<file path="src/rtl/dbg_seq_pkg.sv">
package dbg_seq_pkg;

  typedef enum logic [2:0] {
    ST_IDLE    = 3'd0,
    ST_ARMED   = 3'd1,
    ST_TO_SYS  = 3'd2,
    ST_SYS_REQ = 3'd3,
    ST_SYS_EXE = 3'd4,
    ST_TO_DBG  = 3'd5,
    ST_RUN     = 3'd6
  } seq_st_t;

  typedef struct packed {
    logic reason;
    logic err;
    logic mreq_n;
    logic ack;
  } seq_stat_t;

  function automatic logic st_has_ack(seq_st_t s);
    return (s == ST_IDLE) || (s == ST_ARMED);
  endfunction

  function automatic logic st_on_sys(seq_st_t s);
    return (s == ST_TO_SYS) || (s == ST_SYS_REQ) || (s == ST_SYS_EXE) || (s == ST_RUN);
  endfunction

  function automatic logic st_mem_busy(seq_st_t s);
    return (s == ST_SYS_REQ) || (s == ST_SYS_EXE);
  endfunction

endpackage

</file>
<file path="src/rtl/dbg_insn_class.sv">
module dbg_insn_class #(
  parameter int DATA_W  = 32,
  parameter int CLS_LSB = 25
) (
  input  logic [DATA_W-1:0] word,
  output logic              carrier_ok,
  output logic              is_branch
);
  localparam int CLS_MSB = CLS_LSB + 2;

  logic [2:0] cls;

  assign cls = word[CLS_MSB:CLS_LSB];

  always_comb begin
    carrier_ok = 1'b0;
    is_branch  = 1'b0;
    unique case (cls)
      3'b010, 3'b011: carrier_ok = 1'b1;
      3'b100:         carrier_ok = 1'b1;
      3'b101:         is_branch  = 1'b1;
      default: ;
    endcase
  end
endmodule

</file>
<file path="src/rtl/dbg_scan_chain.sv">
module dbg_scan_chain #(
  parameter int DATA_W = 32
) (
  input  logic              clk,
  input  logic              rst,
  input  logic              shift_en,
  input  logic              shift_in,
  input  logic              cap_en,
  input  logic              cap_flag,
  input  logic [DATA_W-1:0] cap_word,
  output logic [DATA_W:0]   chain,
  output logic              shift_out
);
  localparam int CHAIN_W = DATA_W + 1;

  logic [CHAIN_W-1:0] sr;

  always_ff @(posedge clk) begin
    if (rst) begin
      sr <= '0;
    end else if (cap_en) begin
      sr <= {cap_flag, cap_word};
    end else if (shift_en) begin
      sr <= {shift_in, sr[CHAIN_W-1:1]};
    end
  end

  assign chain     = sr;
  assign shift_out = sr[0];
endmodule

</file>
<file path="src/rtl/dbg_seq_fsm.sv">
module dbg_seq_fsm
  import dbg_seq_pkg::*;
#(
  parameter int DATA_W = 32
) (
  input  logic              clk,
  input  logic              rst,
  input  logic              upd,
  input  logic              flag,
  input  logic [DATA_W-1:0] word,
  input  logic              carrier_ok,
  input  logic              word_branch,
  input  logic              bypass_sel,
  input  logic              sw_ack,
  input  logic              grant,
  input  logic              done,
  input  logic              capture,
  output seq_st_t           state,
  output logic              sys_sel,
  output logic              ack,
  output logic              mreq_n,
  output logic              start,
  output logic [DATA_W-1:0] insn,
  output logic              reason,
  output logic              err
);
  seq_st_t st_q, st_d;
  logic    held_q, held_d;
  logic    br_q, br_d;
  logic    start_d, err_d, load_d;
  logic    reason_set;

  always_comb begin
    st_d       = st_q;
    held_d     = held_q;
    br_d       = br_q;
    start_d    = 1'b0;
    err_d      = err;
    load_d     = 1'b0;
    reason_set = 1'b0;
    unique case (st_q)
      ST_IDLE: begin
        if (upd) begin
          load_d  = 1'b1;
          start_d = 1'b1;
          if (flag) begin
            if (carrier_ok) begin
              st_d   = ST_ARMED;
              held_d = 1'b0;
            end else begin
              err_d = 1'b1;
            end
          end
        end
      end
      ST_ARMED: begin
        if (held_q && bypass_sel) begin
          st_d = ST_TO_SYS;
        end else if (upd && !held_q) begin
          load_d = 1'b1;
          held_d = 1'b1;
          br_d   = word_branch;
        end
      end
      ST_TO_SYS: begin
        if (sw_ack) st_d = br_q ? ST_RUN : ST_SYS_REQ;
      end
      ST_SYS_REQ: begin
        if (grant) begin
          st_d    = ST_SYS_EXE;
          start_d = 1'b1;
        end
      end
      ST_SYS_EXE: begin
        if (done) st_d = ST_TO_DBG;
      end
      ST_TO_DBG: begin
        if (!sw_ack) begin
          st_d       = ST_IDLE;
          held_d     = 1'b0;
          reason_set = 1'b1;
        end
      end
      ST_RUN: ;
      default: st_d = ST_IDLE;
    endcase
  end

  always_ff @(posedge clk) begin
    if (rst) begin
      st_q    <= ST_IDLE;
      held_q  <= 1'b0;
      br_q    <= 1'b0;
      sys_sel <= 1'b0;
      ack     <= 1'b1;
      mreq_n  <= 1'b1;
      start   <= 1'b0;
      insn    <= '0;
      reason  <= 1'b0;
      err     <= 1'b0;
    end else begin
      st_q    <= st_d;
      held_q  <= held_d;
      br_q    <= br_d;
      sys_sel <= st_on_sys(st_d);
      ack     <= st_has_ack(st_d);
      mreq_n  <= !st_mem_busy(st_d);
      start   <= start_d;
      err     <= err_d;
      if (load_d) insn <= word;
      if (reason_set)   reason <= 1'b1;
      else if (capture) reason <= 1'b0;
    end
  end

  assign state = st_q;
endmodule

</file>
<file path="src/rtl/dbg_speed_seq.sv">
module dbg_speed_seq
  import dbg_seq_pkg::*;
#(
  parameter int              DATA_W      = 32,
  parameter int              IR_W        = 4,
  parameter logic [IR_W-1:0] BYPASS_CODE = '1,
  parameter int              CLS_LSB     = 25
) (
  input  logic              clk,
  input  logic              rst,
  input  logic              scan_in,
  input  logic              scan_shift,
  input  logic              scan_capture,
  input  logic              scan_update,
  input  logic [IR_W-1:0]   tap_ir,
  input  logic              clk_sw_ack,
  input  logic              bus_grant,
  input  logic              exec_done,
  output logic              scan_out,
  output logic              sys_clk_sel,
  output logic              dbg_ack,
  output logic              mem_req_n,
  output logic              exec_start,
  output logic [DATA_W-1:0] insn_out,
  output logic [3:0]        status
);
  logic [DATA_W:0] chain;
  logic            carrier_ok, word_branch;
  logic            reason, err;
  seq_st_t         state;
  seq_stat_t       stat;

  dbg_scan_chain #(.DATA_W(DATA_W)) u_chain (
    .clk      (clk),
    .rst      (rst),
    .shift_en (scan_shift),
    .shift_in (scan_in),
    .cap_en   (scan_capture),
    .cap_flag (reason),
    .cap_word (insn_out),
    .chain    (chain),
    .shift_out(scan_out)
  );

  dbg_insn_class #(.DATA_W(DATA_W), .CLS_LSB(CLS_LSB)) u_class (
    .word      (chain[DATA_W-1:0]),
    .carrier_ok(carrier_ok),
    .is_branch (word_branch)
  );

  dbg_seq_fsm #(.DATA_W(DATA_W)) u_fsm (
    .clk        (clk),
    .rst        (rst),
    .upd        (scan_update),
    .flag       (chain[DATA_W]),
    .word       (chain[DATA_W-1:0]),
    .carrier_ok (carrier_ok),
    .word_branch(word_branch),
    .bypass_sel (tap_ir == BYPASS_CODE),
    .sw_ack     (clk_sw_ack),
    .grant      (bus_grant),
    .done       (exec_done),
    .capture    (scan_capture),
    .state      (state),
    .sys_sel    (sys_clk_sel),
    .ack        (dbg_ack),
    .mreq_n     (mem_req_n),
    .start      (exec_start),
    .insn       (insn_out),
    .reason     (reason),
    .err        (err)
  );

  assign stat.reason = reason;
  assign stat.err    = err;
  assign stat.mreq_n = mem_req_n;
  assign stat.ack    = dbg_ack;
  assign status      = stat;
endmodule

</file>
<file path="config.mk">
export PLATFORM = sky130hd
export DESIGN_NAME = dbg_speed_seq
export DESIGN_NICKNAME = d
export VERILOG_FILES = /design/src/rtl/dbg_seq_pkg.sv /design/src/rtl/dbg_insn_class.sv /design/src/rtl/dbg_scan_chain.sv /design/src/rtl/dbg_seq_fsm.sv /design/src/rtl/dbg_speed_seq.sv
export SDC_FILE = /design/constraint.sdc
export NUM_CORES = 1
export LEC_CHECK = 0
export ABC_CLOCK_PERIOD_IN_PS = 1800
export BUFFER_PORTS_ARGS = -buffer_cell sky130_fd_sc_hd__clkbuf_2
export CAP_MARGIN = 40
export CORE_UTILIZATION = 59
export CTS_BUF_LIST = sky130_fd_sc_hd__clkbuf_2 sky130_fd_sc_hd__clkbuf_4 sky130_fd_sc_hd__clkbuf_8
export DETAILED_ROUTE_END_ITERATION = 16
export GPL_TIMING_DRIVEN = 0
export PLACE_DENSITY = 0.87
export SLEW_MARGIN = 20
export SYNTH_ARGS = -nofsm -noshare
export SYNTH_HDL_FRONTEND = slang
export SYNTH_HIERARCHICAL = 1
export SYNTH_SLANG_ARGS = --single-unit
</file>
<file path="constraint.sdc">
create_clock -name clk -period 1.8 [get_ports clk]
set_input_delay 0 -clock clk [delete_from_list [all_inputs] [get_ports clk]]
set_output_delay 0 -clock clk [all_outputs]
set_load 0.02 [all_outputs]
</file>
==> results.ini, run 1 <==
[critical_path]
reg2regPathDepth=6
arrival_ns=1.96
r2r_end=u_fsm/mreq_n
slowest_stage=dfxtp_1
crit_buf_inv=0
crit_chain=nor2_1, mux2_4, and3b_1, o2bb2ai_1, a221oi_2, mux2i_1
critical_path.top_delay_family=multiplexers
required_ns=2.08
rr_startpoint=u_chain/chain[26]
start_kind=flip-flop
cp_max_fo=6
cpPeakStageDelay_ns=0.42
reg2reg_slack_ns=0.13
path_class=reg -> reg
cp-end-kind=flip-flop

[synth]
async_flop_share_pct=0
synth_edf_count=0
syn-cell-area_sq_um=3540
yosysSeqAreaShare_pct=43.0
syn-num-nets=373
syn_inst=360
avgSynthCellArea_sq_um=9.84
ys.warnings.count=6
ys.flop_type=dfxtp_1
synth.distinct_cells=40
synth-seq-cells=76

[detailed_routing]
via_per_inst=5.49
dr.pass1.iters=4
drtIter0Drc=147
wl_mm=7.20
drc=0
drtAntennaViolNets=0
vias=2749
wl_per_cell_um=14.4

[clocking]
clock_latency_ns=0.35
clock_tree.htree_level_count=3
root_buffer=clkbuf_8
cts_tree=yes
clock-sinks=76
clk_pin_slew_ns=0.07
cts_buffers=9
postCtsHoldBufs=3
post_cts_buffers=0
cts_resized=0
cts_buffer_depth=2

[min_path]
hold_class=in -> reg
hp-start=scan_shift
worstHoldEndpoint=u_chain/chain[32]
holdPathStages=3

[global_route]
grt_max_degree=12
grt_pass1_wl_mm=11.5
grt_pass1_vias=2522
track_usage_pct=24.3
grt_antenna_before_repair=0
grt.overflow.total=0

[timing]
fin_skew_ns=0.00934
fin_tns_setup_ns=0
post-route-period-util_pct=92.9
worst_slew_pin_slew_ns=0.596
hold_violations=0
fmax_mhz=598
period_needed_ns=1.67
rsz0062_at_grt=no
slew_headroom_pct=60.3
setup_viol=0
slew_viol_final=0

[floorplanning]
fp.dieH_um=79.5
core_sq_um=5640
core.rowCount=27
dieArea_sq_um=6320
chipWidth_um=79.5
start_util_pct=62.8
io_pins=54

[status]
outcome=finished clean

[finish]
nNetsFinal=439
layout.cells.most_common_list=dfxtp_1, nand2_1, clkbuf_2
synthToLayoutAreaGrowth_pct=15.3
final_common_cell=dfxtp_1
antenna_cells=0
nFillCells=420
drive_gt1_share_pct=31.9

[power_and_ir_drop]
irDropWorstVdd_v=0.000486
p_leak_uw=0.00164
power_uw=3340
p_per_area_nw_per_um2=818

[placement]
dp_hpwl_mm=5.03
port_buffers=52
place.gp.congestion=0.882

[run]
cap_violations=0

## per-stage QoR
stage	area (sq um)	hold WS [ns]	setup slack [ns]	std cells	util (%)
6_report	4080	0.0680	0.128	501	72.3
5_1_grt	4080	0.0745	0.0245	501	72.3
4_1_cts	4080	0.0555	0.151	501	72.3
3_5_place_dp	3890	0.293	0.168	484	69.0
3_3_place_gp	3890	0.287	0.186	484	69.0
2_1_floorplan	3540	0.115	0.304	360	-
## Yosys cell counts, types with 4 or more instances
master	n	area share [%]
dfxtp_1	76	43
nand2_1	70	7.4
mux2i_1	35	9.9
nor2b_1	34	6.0
a211oi_2	30	11
a21oi_1	21	3.0
a21oi_2	13	3.2
clkbuf_1	9	0.95
buf_2	8	1.1
nor2_1	7	0.74
buf_4	6	1.3
o21ai_0	4	0.57
## worst max path at each step
stage | startpoint | end | slack, ns | cells after the start
2_1_floorplan | u_chain/chain[27] | u_fsm/mreq_n | 0.30 | 5
3_3_place_gp | u_chain/chain[27] | u_fsm/mreq_n | 0.19 | 5
3_5_place_dp | u_chain/chain[26] | u_fsm/mreq_n | 0.17 | 6
4_1_cts | u_chain/chain[26] | u_fsm/mreq_n | 0.15 | 6
5_1_grt | u_chain/chain[26] | u_fsm/mreq_n | 0.02 | 6
6_report | u_chain/chain[26] | u_fsm/mreq_n | 0.13 | 6
## where the power goes
| part | internal, uW | total, uW | switching [uW] |
|---|---|---|---|
| Sequential | 1750 | 1800 | 53.0 |
| Combinational | 179 | 419 | 240 |
| Clock | 531 | 1120 | 586 |
## state kept, by name, summed over array words and instances, names as in the netlist
signal	cells
u_fsm/sys_sel	1
u_fsm/reason	1
u_fsm/err	1
u_fsm/br_q	1
u_fsm/start	1
u_chain/chain	33
u_fsm/mreq_n	1
u_fsm/ack	1
u_fsm/held_q	1
u_fsm/state	3
u_fsm/insn	32
## layer usage
layer	global-route usage, %	part of all wire [%]
met2	37.8	48
met5	0	0
met4	15.6	2.4
met1	30.4	46
met3	4.80	4.3
## worst register-to-register path: cells and delay by family (launching register included)
| family | cells | cell delay, ns |
|---|---|---|
| AO/OA/AOI/OAI | 2 | 0.44 |
| flip-flops | 1 | 0.42 |
| multiplexers | 2 | 0.48 |
| AND/OR/NAND/NOR | 2 | 0.28 |
## layout make-up
type                    instances  area (sq um)  share of cell area [%]
clock buffers                  11           145                    3.56
inverters                       3          11.3                   0.276
repair buffers                 55           290                    7.11
well taps                      72          90.1                    2.21
clock inverters                 3          15.0                   0.368
flip-flops and latches         76          1520                    37.3
multi-input cells             248          1750                    42.8
plain buffers                  33           262                    6.41
## cell families (layout without fill, tap and decap cells)
logic type	count (synthesis)	count (layout)	synth area share [%]
mux	36	36	10.3
flops	76	76	43.0
compound gates	84	84	21.2
simple gates	128	128	17.8
buf+inv	36	105	7.70
No activity file was read; power rests on OpenSTA's default activity.
==> run 2: changes to the inputs <==
--- a/config.mk
+++ b/config.mk
@@ -10,9 +10,11 @@
 export CAP_MARGIN = 40
 export CORE_UTILIZATION = 59
 export CTS_BUF_LIST = sky130_fd_sc_hd__clkbuf_2 sky130_fd_sc_hd__clkbuf_4 sky130_fd_sc_hd__clkbuf_8
+export CTS_CLUSTER_DIAMETER = 60
 export DETAILED_ROUTE_END_ITERATION = 16
 export GPL_TIMING_DRIVEN = 0
 export PLACE_DENSITY = 0.87
+export SETUP_SLACK_MARGIN = 0.5
 export SLEW_MARGIN = 20
 export SYNTH_ARGS = -nofsm -noshare
 export SYNTH_HDL_FRONTEND = slang
==> run 2 against run 1 <==
Against the previous run: combinational power rose by 18%; first-iteration DRC count rose by 48%; register-to-register slack improved by 0.08 ns; clock skew fell by 0.0017 ns; via count rose by 7.5%; flip-flop and latch count did not move; worst hold slack got worse by 0.045 ns; sequential power barely moved; die area did not move; routed wire length rose by 20%; critical path type unchanged; highest routed layer unchanged.
==> results.ini, run 2 (synthesis gave the netlist of run 1 again) <==
[critical_path]
crit_chain=mux2_4, and3b_2, o2bb2ai_4, a221oi_4, buf_4, nor2_1
required_ns=2.04
cp_max_fo=3
start_kind=flip-flop
crit_buf_inv=1
cpPeakStageDelay_ns=0.36
cp-end-kind=flip-flop
critical_path.top_delay_family=compound AO/OA/AOI/OAI gates
slowest_stage=dfxtp_4
path_class=reg -> reg
arrival_ns=1.83

[power_and_ir_drop]
irDropWorstVdd_v=0.000670
p_per_area_nw_per_um2=790
power_uw=3440
p_leak_uw=0.00177

[global_route]
track_usage_pct=28.5
grt_max_degree=12
grt_pass1_wl_mm=13.6
grt.overflow.total=0
grt_antenna_before_repair=0
grt_pass1_vias=2883

[floorplanning]
core.rowCount=27
dieArea_sq_um=6320
fp.dieH_um=79.5
io_pins=54
core_sq_um=5640
chipWidth_um=79.5
start_util_pct=62.8

[finish]
layout.cells.most_common_list=dfxtp_1, nand2_1, clkbuf_2
synthToLayoutAreaGrowth_pct=22.9
final_common_cell=dfxtp_1
antenna_cells=0
nNetsFinal=451
final_cell_area_sq_um=4350
drive_gt1_share_pct=37.2
largest_register_ff_count=33

[clocking]
clock_tree.htree_level_count=3
cts_tree=yes
clock-sinks=76
clock_latency_ns=0.35
cts_buffers=9
cts_buffer_depth=2
root_buffer=clkbuf_8
clk_pin_slew_ns=0.08

[timing]
worst_slew_pin_slew_ns=0.636
slew_viol_final=0
fin_tns_setup_ns=0
slew_headroom_pct=57.6
hold_ws_ns=0.0226
rsz0062_at_grt=yes
post-route-period-util_pct=88.3
fmax_mhz=629
period_needed_ns=1.59
setup_viol=0
hold_violations=0
fin_skew_ns=0.00767

[status]
outcome=finished clean

[detailed_routing]
dr.pass1.iters=5
drc=0
via_per_inst=5.76
vias=2956
drtIter0Drc=218
wl_mm=8.67
drtAntennaViolNets=0
wl_per_cell_um=16.9

[placement]
port_buffers=52
place.gp.congestion=0.901
dpl_cell_area_sq_um=3890
dp_hpwl_mm=5.14

[min_path]
hold_class=in -> reg

[run]
cap_violations=0

run 2: cell types whose count changed in the layout (fill, tap and decap cells not counted), sizes merged:
cell	previous run	this run
buf	24	35
bufbuf	0	3
clkbuf	72	71
clkinv	3	1
clkinvlp	0	1
run 2: per-layer routing:
layer / up-vias / track usage (%) / wire length, um
li1: 1393 / - / -
met1: 1412 / 33.6 / 3760
met2: 115 / 48.1 / 4240
met3: 36 / 5.26 / 380
met4: 0 / 16.5 / 281
met5: - / 0 / 0
run 2: worst paths after layout:
check / slack [ns] / cells past startpoint / from / to
worst max-delay path: 0.21 / 6 / u_chain/chain[27] / u_fsm/state[0]
worst min-delay path: 0.02 / 3 / clk_sw_ack / u_fsm/reason
worst max register to register: 0.21 / 6 / u_chain/chain[27] / u_fsm/state[0]
worst min register to register: 0.48 / 2 / u_fsm/insn[13] / u_fsm/insn[13]
run 2: area by class of cell:
class	instances	area (sq um)
plain buffers	33	287
clock buffers	12	153
clock inverters	2	12.5
fillers	360	1290
inverters	3	11.3
multi-input cells	248	1810
flip-flops and latches	76	1530
well taps	72	90.1
repair buffers	67	459
run 2: metrics by stage:
step	std cells	setup WS [ns]	util (%)
5_1_grt	513	0.139	77.1
2_1_floorplan	360	0.363	-
3_3_place_gp	484	0.252	69.0
4_1_cts	510	0.261	75.6
3_5_place_dp	484	0.227	69.0
6_report	513	0.210	77.1
run 2: what timing repair did:
action,in CTS,in global routing
setup buffers,6,2
cloned,3,1
hold endpoints to repair,3,0
hold buffers,3,0
pin swaps,5,4
endpoints found under the setup margin,34,40
resized for setup,12,21
run 2: power breakdown:
| group | internal, uW | switching, uW | leakage (uW) |
|---|---|---|---|
| clock network | 552 | 590 | 0.0000852 |
| logic | 226 | 269 | 0.00107 |
| registers | 1750 | 52.5 | 0.000623 |
run 2: tightest hold or removal path, delay by kind of cell:
family,cells,cell delay (ns)
simple gates,1,0.04
compound gates,1,0.16
buf+inv,1,0.13
